`config.mk`:
```
export PLATFORM = sky130hd
export DESIGN_NAME = gcd_engine
export DESIGN_NICKNAME = d
export VERILOG_FILES = /design/src/rtl/gcd_pkg.sv /design/src/rtl/gcd_tz.sv /design/src/rtl/gcd_ctrl.sv /design/src/rtl/gcd_dp.sv /design/src/rtl/gcd_engine.sv
export SDC_FILE = /design/constraint.sdc
export NUM_CORES = 1
export LEC_CHECK = 0
export CORE_ASPECT_RATIO = 1.75
export CORE_MARGIN = 2
export CORE_UTILIZATION = 50
export CTS_CLUSTER_DIAMETER = 100
export DETAILED_ROUTE_END_ITERATION = 10
export DONT_BUFFER_PORTS = 1
export HOLD_SLACK_MARGIN = 0.12
export PLACE_DENSITY = 0.7
export SYNTH_ARGS = -nofsm -noshare
export SYNTH_HDL_FRONTEND = slang
export SYNTH_SLANG_ARGS = --single-unit
```
`constraint.sdc`:
```
create_clock -name clk -period 8.7 [get_ports clk]
set_clock_uncertainty 0.15 [all_clocks]
set_input_delay 0.87 -clock clk [delete_from_list [all_inputs] [get_ports clk]]
set_output_delay 0.87 -clock clk [all_outputs]
set_load 0.01 [all_outputs]
```
`src/rtl/gcd_pkg.sv`:
```
package gcd_pkg;

  // Controller states. Idle and done both accept a new start.
  typedef enum logic [1:0] {
    ST_IDLE   = 2'd0,
    ST_REDUCE = 2'd1,
    ST_DONE   = 2'd2
  } gcd_state_e;

  // Number of tz units in the datapath: operand a, operand b, a|b, difference.
  localparam int TZ_UNITS = 4;

endpackage

```
`src/rtl/gcd_tz.sv`:
```
// Trailing-zero count. The value for an all-zero input is 0 and is never used.
module gcd_tz #(
  parameter int W  = 16,
  parameter int CW = 4
) (
  input  logic [W-1:0]  vec,
  output logic [CW-1:0] cnt
);

  always_comb begin
    cnt = '0;
    for (int i = W - 1; i >= 0; i--) begin
      if (vec[i]) cnt = CW'(i);
    end
  end

endmodule

```
`src/rtl/gcd_ctrl.sv`:
```
module gcd_ctrl
  import gcd_pkg::*;
#(
  parameter int W  = 16,
  parameter int BW = 6
) (
  input  logic clk,
  input  logic rst_n,
  input  logic start,
  input  logic zero_op,
  input  logic eq,
  output logic busy,
  output logic ld_op,
  output logic ld_zero,
  output logic step,
  output logic fin,
  output logic done,
  output logic zero_err
);

  gcd_state_e st_q, st_n;
  logic       done_q, done_n;
  logic       err_q, err_n;

  // Next-state logic
  always_comb begin
    st_n    = st_q;
    done_n  = done_q;
    err_n   = err_q;
    ld_op   = 1'b0;
    ld_zero = 1'b0;
    step    = 1'b0;
    fin     = 1'b0;
    case (st_q)
      ST_REDUCE: begin
        if (eq) begin
          fin    = 1'b1;
          st_n   = ST_DONE;
          done_n = 1'b1;
        end else begin
          step = 1'b1;
        end
      end
      default: begin
        if (start) begin
          if (zero_op) begin
            ld_zero = 1'b1;
            st_n    = ST_DONE;
            done_n  = 1'b1;
            err_n   = 1'b1;
          end else begin
            ld_op  = 1'b1;
            st_n   = ST_REDUCE;
            done_n = 1'b0;
            err_n  = 1'b0;
          end
        end
      end
    endcase
  end

  // State registers
  always_ff @(posedge clk or negedge rst_n) begin
    if (!rst_n) begin
      st_q   <= ST_IDLE;
      done_q <= 1'b0;
      err_q  <= 1'b0;
    end else begin
      st_q   <= st_n;
      done_q <= done_n;
      err_q  <= err_n;
    end
  end

  assign busy     = (st_q == ST_REDUCE);
  assign done     = done_q;
  assign zero_err = err_q;

  // Reduction-length counter, read only by the bound check below
  logic [BW-1:0] red_cnt_q;
  always_ff @(posedge clk or negedge rst_n) begin
    if (!rst_n)    red_cnt_q <= '0;
    else if (busy) red_cnt_q <= red_cnt_q + 1'b1;
    else           red_cnt_q <= '0;
  end


  err_needs_done_chk: assert property (@(posedge clk) disable iff (!rst_n)
    zero_err |-> done);


  done_hold_chk: assert property (@(posedge clk) disable iff (!rst_n)
    done && !start |=> done && $stable(zero_err));


  busy_ignore_chk: assert property (@(posedge clk) disable iff (!rst_n)
    busy && !eq |=> busy && !done);


  bound_chk: assert property (@(posedge clk) disable iff (!rst_n)
    red_cnt_q <= BW'(2 * W));


  eq_finish_chk: assert property (@(posedge clk) disable iff (!rst_n)
    busy && eq |=> done && !zero_err && !busy);

endmodule

```
`src/rtl/gcd_dp.sv`:
```
module gcd_dp
  import gcd_pkg::*;
#(
  parameter int W  = 16,
  parameter int CW = 4
) (
  input  logic         clk,
  input  logic         rst_n,
  input  logic [W-1:0] opnd_a,
  input  logic [W-1:0] opnd_b,
  input  logic         ld_op,
  input  logic         ld_zero,
  input  logic         step,
  input  logic         fin,
  input  logic         busy,
  output logic         zero_op,
  output logic         eq,
  output logic [W-1:0] result
);

  logic [W-1:0]  a_q, b_q, a_n, b_n;
  logic [CW-1:0] k_q, k_n;
  logic [W-1:0]  res_q, res_n;
  logic          ab_en, res_en;

  logic [W-1:0]  lo, diff;
  logic          a_lt_b;

  logic [W-1:0]  tz_in  [TZ_UNITS];
  logic [CW-1:0] tz_cnt [TZ_UNITS];

  assign a_lt_b = (a_q < b_q);
  assign lo     = a_lt_b ? a_q : b_q;
  assign diff   = a_lt_b ? (b_q - a_q) : (a_q - b_q);
  assign eq     = (a_q == b_q);
  assign zero_op = (opnd_a == '0) || (opnd_b == '0);

  assign tz_in[0] = opnd_a;
  assign tz_in[1] = opnd_b;
  assign tz_in[2] = opnd_a | opnd_b;
  assign tz_in[3] = diff;

  for (genvar g = 0; g < TZ_UNITS; g++) begin : g_tz
    gcd_tz #(.W(W), .CW(CW)) u_tz (
      .vec (tz_in[g]),
      .cnt (tz_cnt[g])
    );
  end

  // Next-value logic
  always_comb begin
    a_n   = a_q;
    b_n   = b_q;
    k_n   = k_q;
    ab_en = ld_op | step;
    if (ld_op) begin
      a_n = opnd_a >> tz_cnt[0];
      b_n = opnd_b >> tz_cnt[1];
      k_n = tz_cnt[2];
    end else if (step) begin
      a_n = lo;
      b_n = diff >> tz_cnt[3];
    end
  end

  always_comb begin
    res_en = ld_zero | fin;
    res_n  = ld_zero ? '0 : (a_q << k_q);
  end

  // Registers with explicit enables
  always_ff @(posedge clk or negedge rst_n) begin
    if (!rst_n) begin
      a_q <= '0;
      b_q <= '0;
      k_q <= '0;
    end else if (ab_en) begin
      a_q <= a_n;
      b_q <= b_n;
      k_q <= k_n;
    end
  end

  always_ff @(posedge clk or negedge rst_n) begin
    if (!rst_n)      res_q <= '0;
    else if (res_en) res_q <= res_n;
  end

  assign result = res_q;


  odd_pair_chk: assert property (@(posedge clk) disable iff (!rst_n)
    busy |-> a_q[0] && b_q[0]);


  zero_result_chk: assert property (@(posedge clk) disable iff (!rst_n)
    ld_zero |=> result == '0);

endmodule

```
`src/rtl/gcd_engine.sv`:
```
module gcd_engine #(
  parameter int W = 16
) (
  input  logic         clk,
  input  logic         rst_n,
  input  logic         start,
  input  logic [W-1:0] opnd_a,
  input  logic [W-1:0] opnd_b,
  output logic         done,
  output logic         zero_err,
  output logic [W-1:0] result
);

  localparam int CW = (W > 1) ? $clog2(W) : 1;
  localparam int BW = $clog2(2 * W + 2) + 1;

  logic busy, ld_op, ld_zero, step, fin, zero_op, eq;

  gcd_ctrl #(.W(W), .BW(BW)) u_ctrl (
    .clk      (clk),
    .rst_n    (rst_n),
    .start    (start),
    .zero_op  (zero_op),
    .eq       (eq),
    .busy     (busy),
    .ld_op    (ld_op),
    .ld_zero  (ld_zero),
    .step     (step),
    .fin      (fin),
    .done     (done),
    .zero_err (zero_err)
  );

  gcd_dp #(.W(W), .CW(CW)) u_dp (
    .clk     (clk),
    .rst_n   (rst_n),
    .opnd_a  (opnd_a),
    .opnd_b  (opnd_b),
    .ld_op   (ld_op),
    .ld_zero (ld_zero),
    .step    (step),
    .fin     (fin),
    .busy    (busy),
    .zero_op (zero_op),
    .eq      (eq),
    .result  (result)
  );


  result_hold_chk: assert property (@(posedge clk) disable iff (!rst_n)
    done && !start |=> $stable(result));


  clear_on_start_chk: assert property (@(posedge clk) disable iff (!rst_n)
    start && !busy && !zero_op |=> !done && !zero_err);

endmodule

```
==> summary.txt <==
Drt
  • DRC violations left: 0
  • First DRT Iteration DRCs: 487
  • DR WL/cell: ~21 microns
  • Vias: 6959
  • Number of routed nets with antenna violations: 0
  • Via-per-instance ratio: approximately 6.7
  • First-pass DRT Iterations: 5
  • DRT Wirelength: between 20000 and 25000 microns

Clocking
  • CTS tree: yes
  • Hold buffers post-CTS: 1
  • Setup Buffers After CTS: 0
  • TritonCTS sink count: 56
  • Worst-path clk slew: approximately 0.080 ns
  • CTS H-tree depth: 2
  • CTS buffer count: 5
  • Clock root cell: clkbuf_16
  • Worst skew pair latency: around 0.31 ns
  • CTS Buffer Depth: 2
  • Post-cts sizing count: 0

Run
  • Max Cap Violations: 0

Worst setup path
  • CP Max Fanout: 15
  • WP data arrival: between 5 and 6 ns
  • CP dominant cell by count: a21oi_1
  • Slowest Stage Delay on Critical Path: approximately 0.74 ns
  • Startpoint class of the critical path: flop
  • CP Class: reg2reg
  • Req. time, crit path: a little under 9 ns
  • CP max-delay cell: a21oi_1
  • Number of buffers and inverters on the critical path: 1
  • CP Cell Sequence: inv_1 > ha_1 > a21oi_1 > o21ai_1 > a21oi_1 > nand2_1 > a21oi_1 > xor2_1 > a211oi_1 > o31ai_2 > a21o_1 > mux2_1 > mux2i_1 > a21oi_1 > o32a_1
  • Kind of end point of the critical path: flop
  • CP top delay family: compound AO/OA/AOI/OAI gates

Status
  • Outcome: finished clean

Hold path
  • Min-Delay Path Class: in2async

STA
  • Tmin final: about 5.4 ns
  • # setup viols final: 0
  • Final hold vios: 0
  • Final period utilization: 0.617
  • FMAX: around 190 MHz
  • Max-slew violations: 0
  • Final TNS setup: 0 ns
  • Max-slew headroom: 0.371
  • Tightest Pin Transition: between 0.9 and 1 ns
  • RSZ-0062 raised after global routing: no

Global route
  • Largest net degree at the start of global routing: 57
  • First-pass GRT wire length: 36100 microns
  • Initial antenna violation count: 0
  • Vias in the first global route: between 6000 and 7000
  • Total gr overflow: 0
  • Global Route Usage Sum: 0.305

Synthesis
  • Post-synth EDFFs: 0
  • Fraction of registers with async set/reset: 1.00
  • Ys flop type: dfrtp_1
  • Syn avg cell area: between 7 and 8 sq um
  • Post-synth top area cell: dfrtp_1
  • Mapped Cells: between 900 and 1000
  • Synthesis-stage register bit count: 56
  • Synthesized area: about 6900 sq um
  • Synth cell types: 86
  • Syn_nets: between 900 and 1000
  • Synth Warn #: 0
  • Synth top area share: 0.203
  • Sequential share of the synthesized area: 0.203
  • Main area contributors after synthesis: dfrtp_1, mux2i_1, a21oi_1

Floorplan
  • Initial Util: 0.514
  • I/O pin count: between 50 and 60
  • Die X: 92.9 microns
  • Core Region: approximately 13000 sq um
  • Area of the die: ~15000 sq um
  • Die H: about 160 microns
  • Rows: 56

Finish
  • Core Util, Final: 0.530
  • Final instance area: between 7000 and 8000 sq um
  • # diodes: 0
  • Ratio of cells with drive above 1 in the final layout: 0.0690
  • Area Overhead vs Synth: 3.19%
  • Layout Nets: about 940

Placement
  • Post-DP Area: 6950 sq um
  • Routability Congestion: about 1.0
  • Port bufs: 0
  • Post-DP HPWL: between 15000 and 20000 microns
[cell usage in the layout, fill, tap and decap left out, types with 7 or more instances in the layout]
master / netlist / routed
a21oi_1: 94 / 94
nor2b_1: 12 / 12
o21ai_0: 55 / 55
nand3_1: 20 / 20
a22o_1: 14 / 14
a31oi_1: 13 / 13
nor2_1: 97 / 97
o31ai_1: 14 / 13
o21a_1: 10 / 10
a21o_1: 9 / 9
nor3_1: 28 / 28
ha_1: 33 / 33
mux2i_1: 69 / 69
dfrtp_1: 56 / 56
o22ai_1: 7 / 7
nand2b_1: 7 / 7
a211oi_1: 21 / 21
mux2_2: 9 / 9
nor4_1: 7 / 7
inv_1: 53 / 53
o21bai_1: 9 / 9
nand2_1: 80 / 80
o211ai_1: 11 / 11
[metrics by stage]
stage / cells / hold WS (ns) / setup WS, ns
6_report: 1043 / 0.270 / 3.34
4_1_cts: 1043 / 0.285 / 3.48
5_1_grt: 1043 / 0.294 / 3.05
3_5_place_dp: 1034 / 0.385 / 3.51
3_3_place_gp: 1034 / 0.370 / 3.51
2_1_floorplan: 901 / 0.335 / 4.63
[cells in the mapped netlist, types with 4 or more instances]
| cell type | n |
|---|---|
| nor2_1 | 97 |
| inv_1 | 53 |
| xnor2_1 | 6 |
| and3_1 | 5 |
| a31oi_1 | 13 |
| nand2b_1 | 7 |
| nand4_1 | 5 |
| a21o_1 | 9 |
| nand2_1 | 80 |
| nand3_1 | 20 |
| a22oi_1 | 4 |
| o22ai_1 | 7 |
| nor2b_1 | 12 |
| clkbuf_1 | 27 |
| a211oi_1 | 21 |
| mux2i_1 | 69 |
| a22o_1 | 14 |
| mux4_2 | 5 |
| nor3_1 | 28 |
| buf_2 | 9 |
| nor4_1 | 7 |
| a2bb2oi_1 | 4 |
| or3_1 | 4 |
| ha_1 | 33 |
| o22a_1 | 6 |
| o31ai_1 | 14 |
| o21ai_0 | 55 |
| mux2_2 | 9 |
| o32a_1 | 4 |
| o211ai_1 | 11 |
| a221o_1 | 4 |
| o21bai_1 | 9 |
| a21oi_1 | 94 |
| dfrtp_1 | 56 |
| o21a_1 | 10 |
| buf_4 | 4 |
[flip-flops by register name, indices dropped and copies added, names as in the netlist]
signal,count
u_dp.a_q,16
u_dp.b_q,16
u_dp.k_q,4
u_dp.result,16
u_ctrl.zero_err,1
u_ctrl.done,1
u_ctrl.st_q,2
[final cells by class]
type                    count  area, sq um
clock buffers               5          125
inverters                  54          203
fillers                  1343         6320
multi-input cells         745         5090
well taps                 174          218
repair buffers              6         65.1
clock inverters             3         28.8
flip-flops and latches     56         1400
[metal layers]
| layer | global-route usage | wire length (microns) | vias to the layer above | share of wire |
|---|---|---|---|---|
| met3 | 0.0274 | 942 | 86 | 0.042 |
| met1 | 0.344 | 8280 | 3301 | 0.37 |
| li1 | - | - | 3282 | - |
| met5 | 0 | 0 | - | 0 |
| met4 | 0.203 | 1740 | 0 | 0.078 |
| met2 | 0.535 | 11400 | 290 | 0.51 |
[worst register-to-register path, cell delays in order (launching register included)]
cell      delay (ns)
dfrtp_1         0.47
inv_1           0.07
ha_1            0.46
a21oi_1         0.22
o21ai_1         0.12
a21oi_1         0.74
nand2_1         0.29
a21oi_1         0.32
xor2_1          0.26
a211oi_1        0.13
o31ai_2         0.43
a21o_1          0.56
mux2_1          0.38
mux2i_1         0.25
a21oi_1         0.12
o32a_1          0.29
[logic make-up (layout without fill, tap and decap cells)]
family / Yosys count / in the layout / synth area share
AO/OA/AOI/OAI: 328 / 328 / 0.326
XOR/XNOR: 11 / 11 / 0.0161
adder cells (fa/ha/maj): 35 / 35 / 0.0655
buffers and inverters: 100 / 68 / 0.0614
flip-flops: 56 / 56 / 0.203
multiplexers: 84 / 84 / 0.132
AND/OR/NAND/NOR: 287 / 287 / 0.196
[worst paths after layout]
| check | from | end | cells after the start | slack (ns) |
|---|---|---|---|---|
| worst min-delay path | rst_n | u_dp.a_q[12]$_DFFE_PN0P_ | 1 | 0.27 |
| worst max register to register | u_dp.b_q[9]$_DFFE_PN0P_ | u_dp.b_q[2]$_DFFE_PN0P_ | 15 | 3.34 |
| worst max-delay path | u_dp.b_q[9]$_DFFE_PN0P_ | u_dp.b_q[2]$_DFFE_PN0P_ | 15 | 3.34 |
| min in group clk | u_ctrl.done$_DFFE_PN0P_ | u_ctrl.done$_DFFE_PN0P_ | 2 | 0.41 |
| max in group asynchronous | rst_n | u_dp.a_q[5]$_DFFE_PN0P_ | 1 | 7.88 |
| worst min register to register | u_ctrl.done$_DFFE_PN0P_ | u_ctrl.done$_DFFE_PN0P_ | 2 | 0.41 |
Power is not shown: default switching activity piles up to over one toggle a cycle in this logic, so the estimate is an artifact.
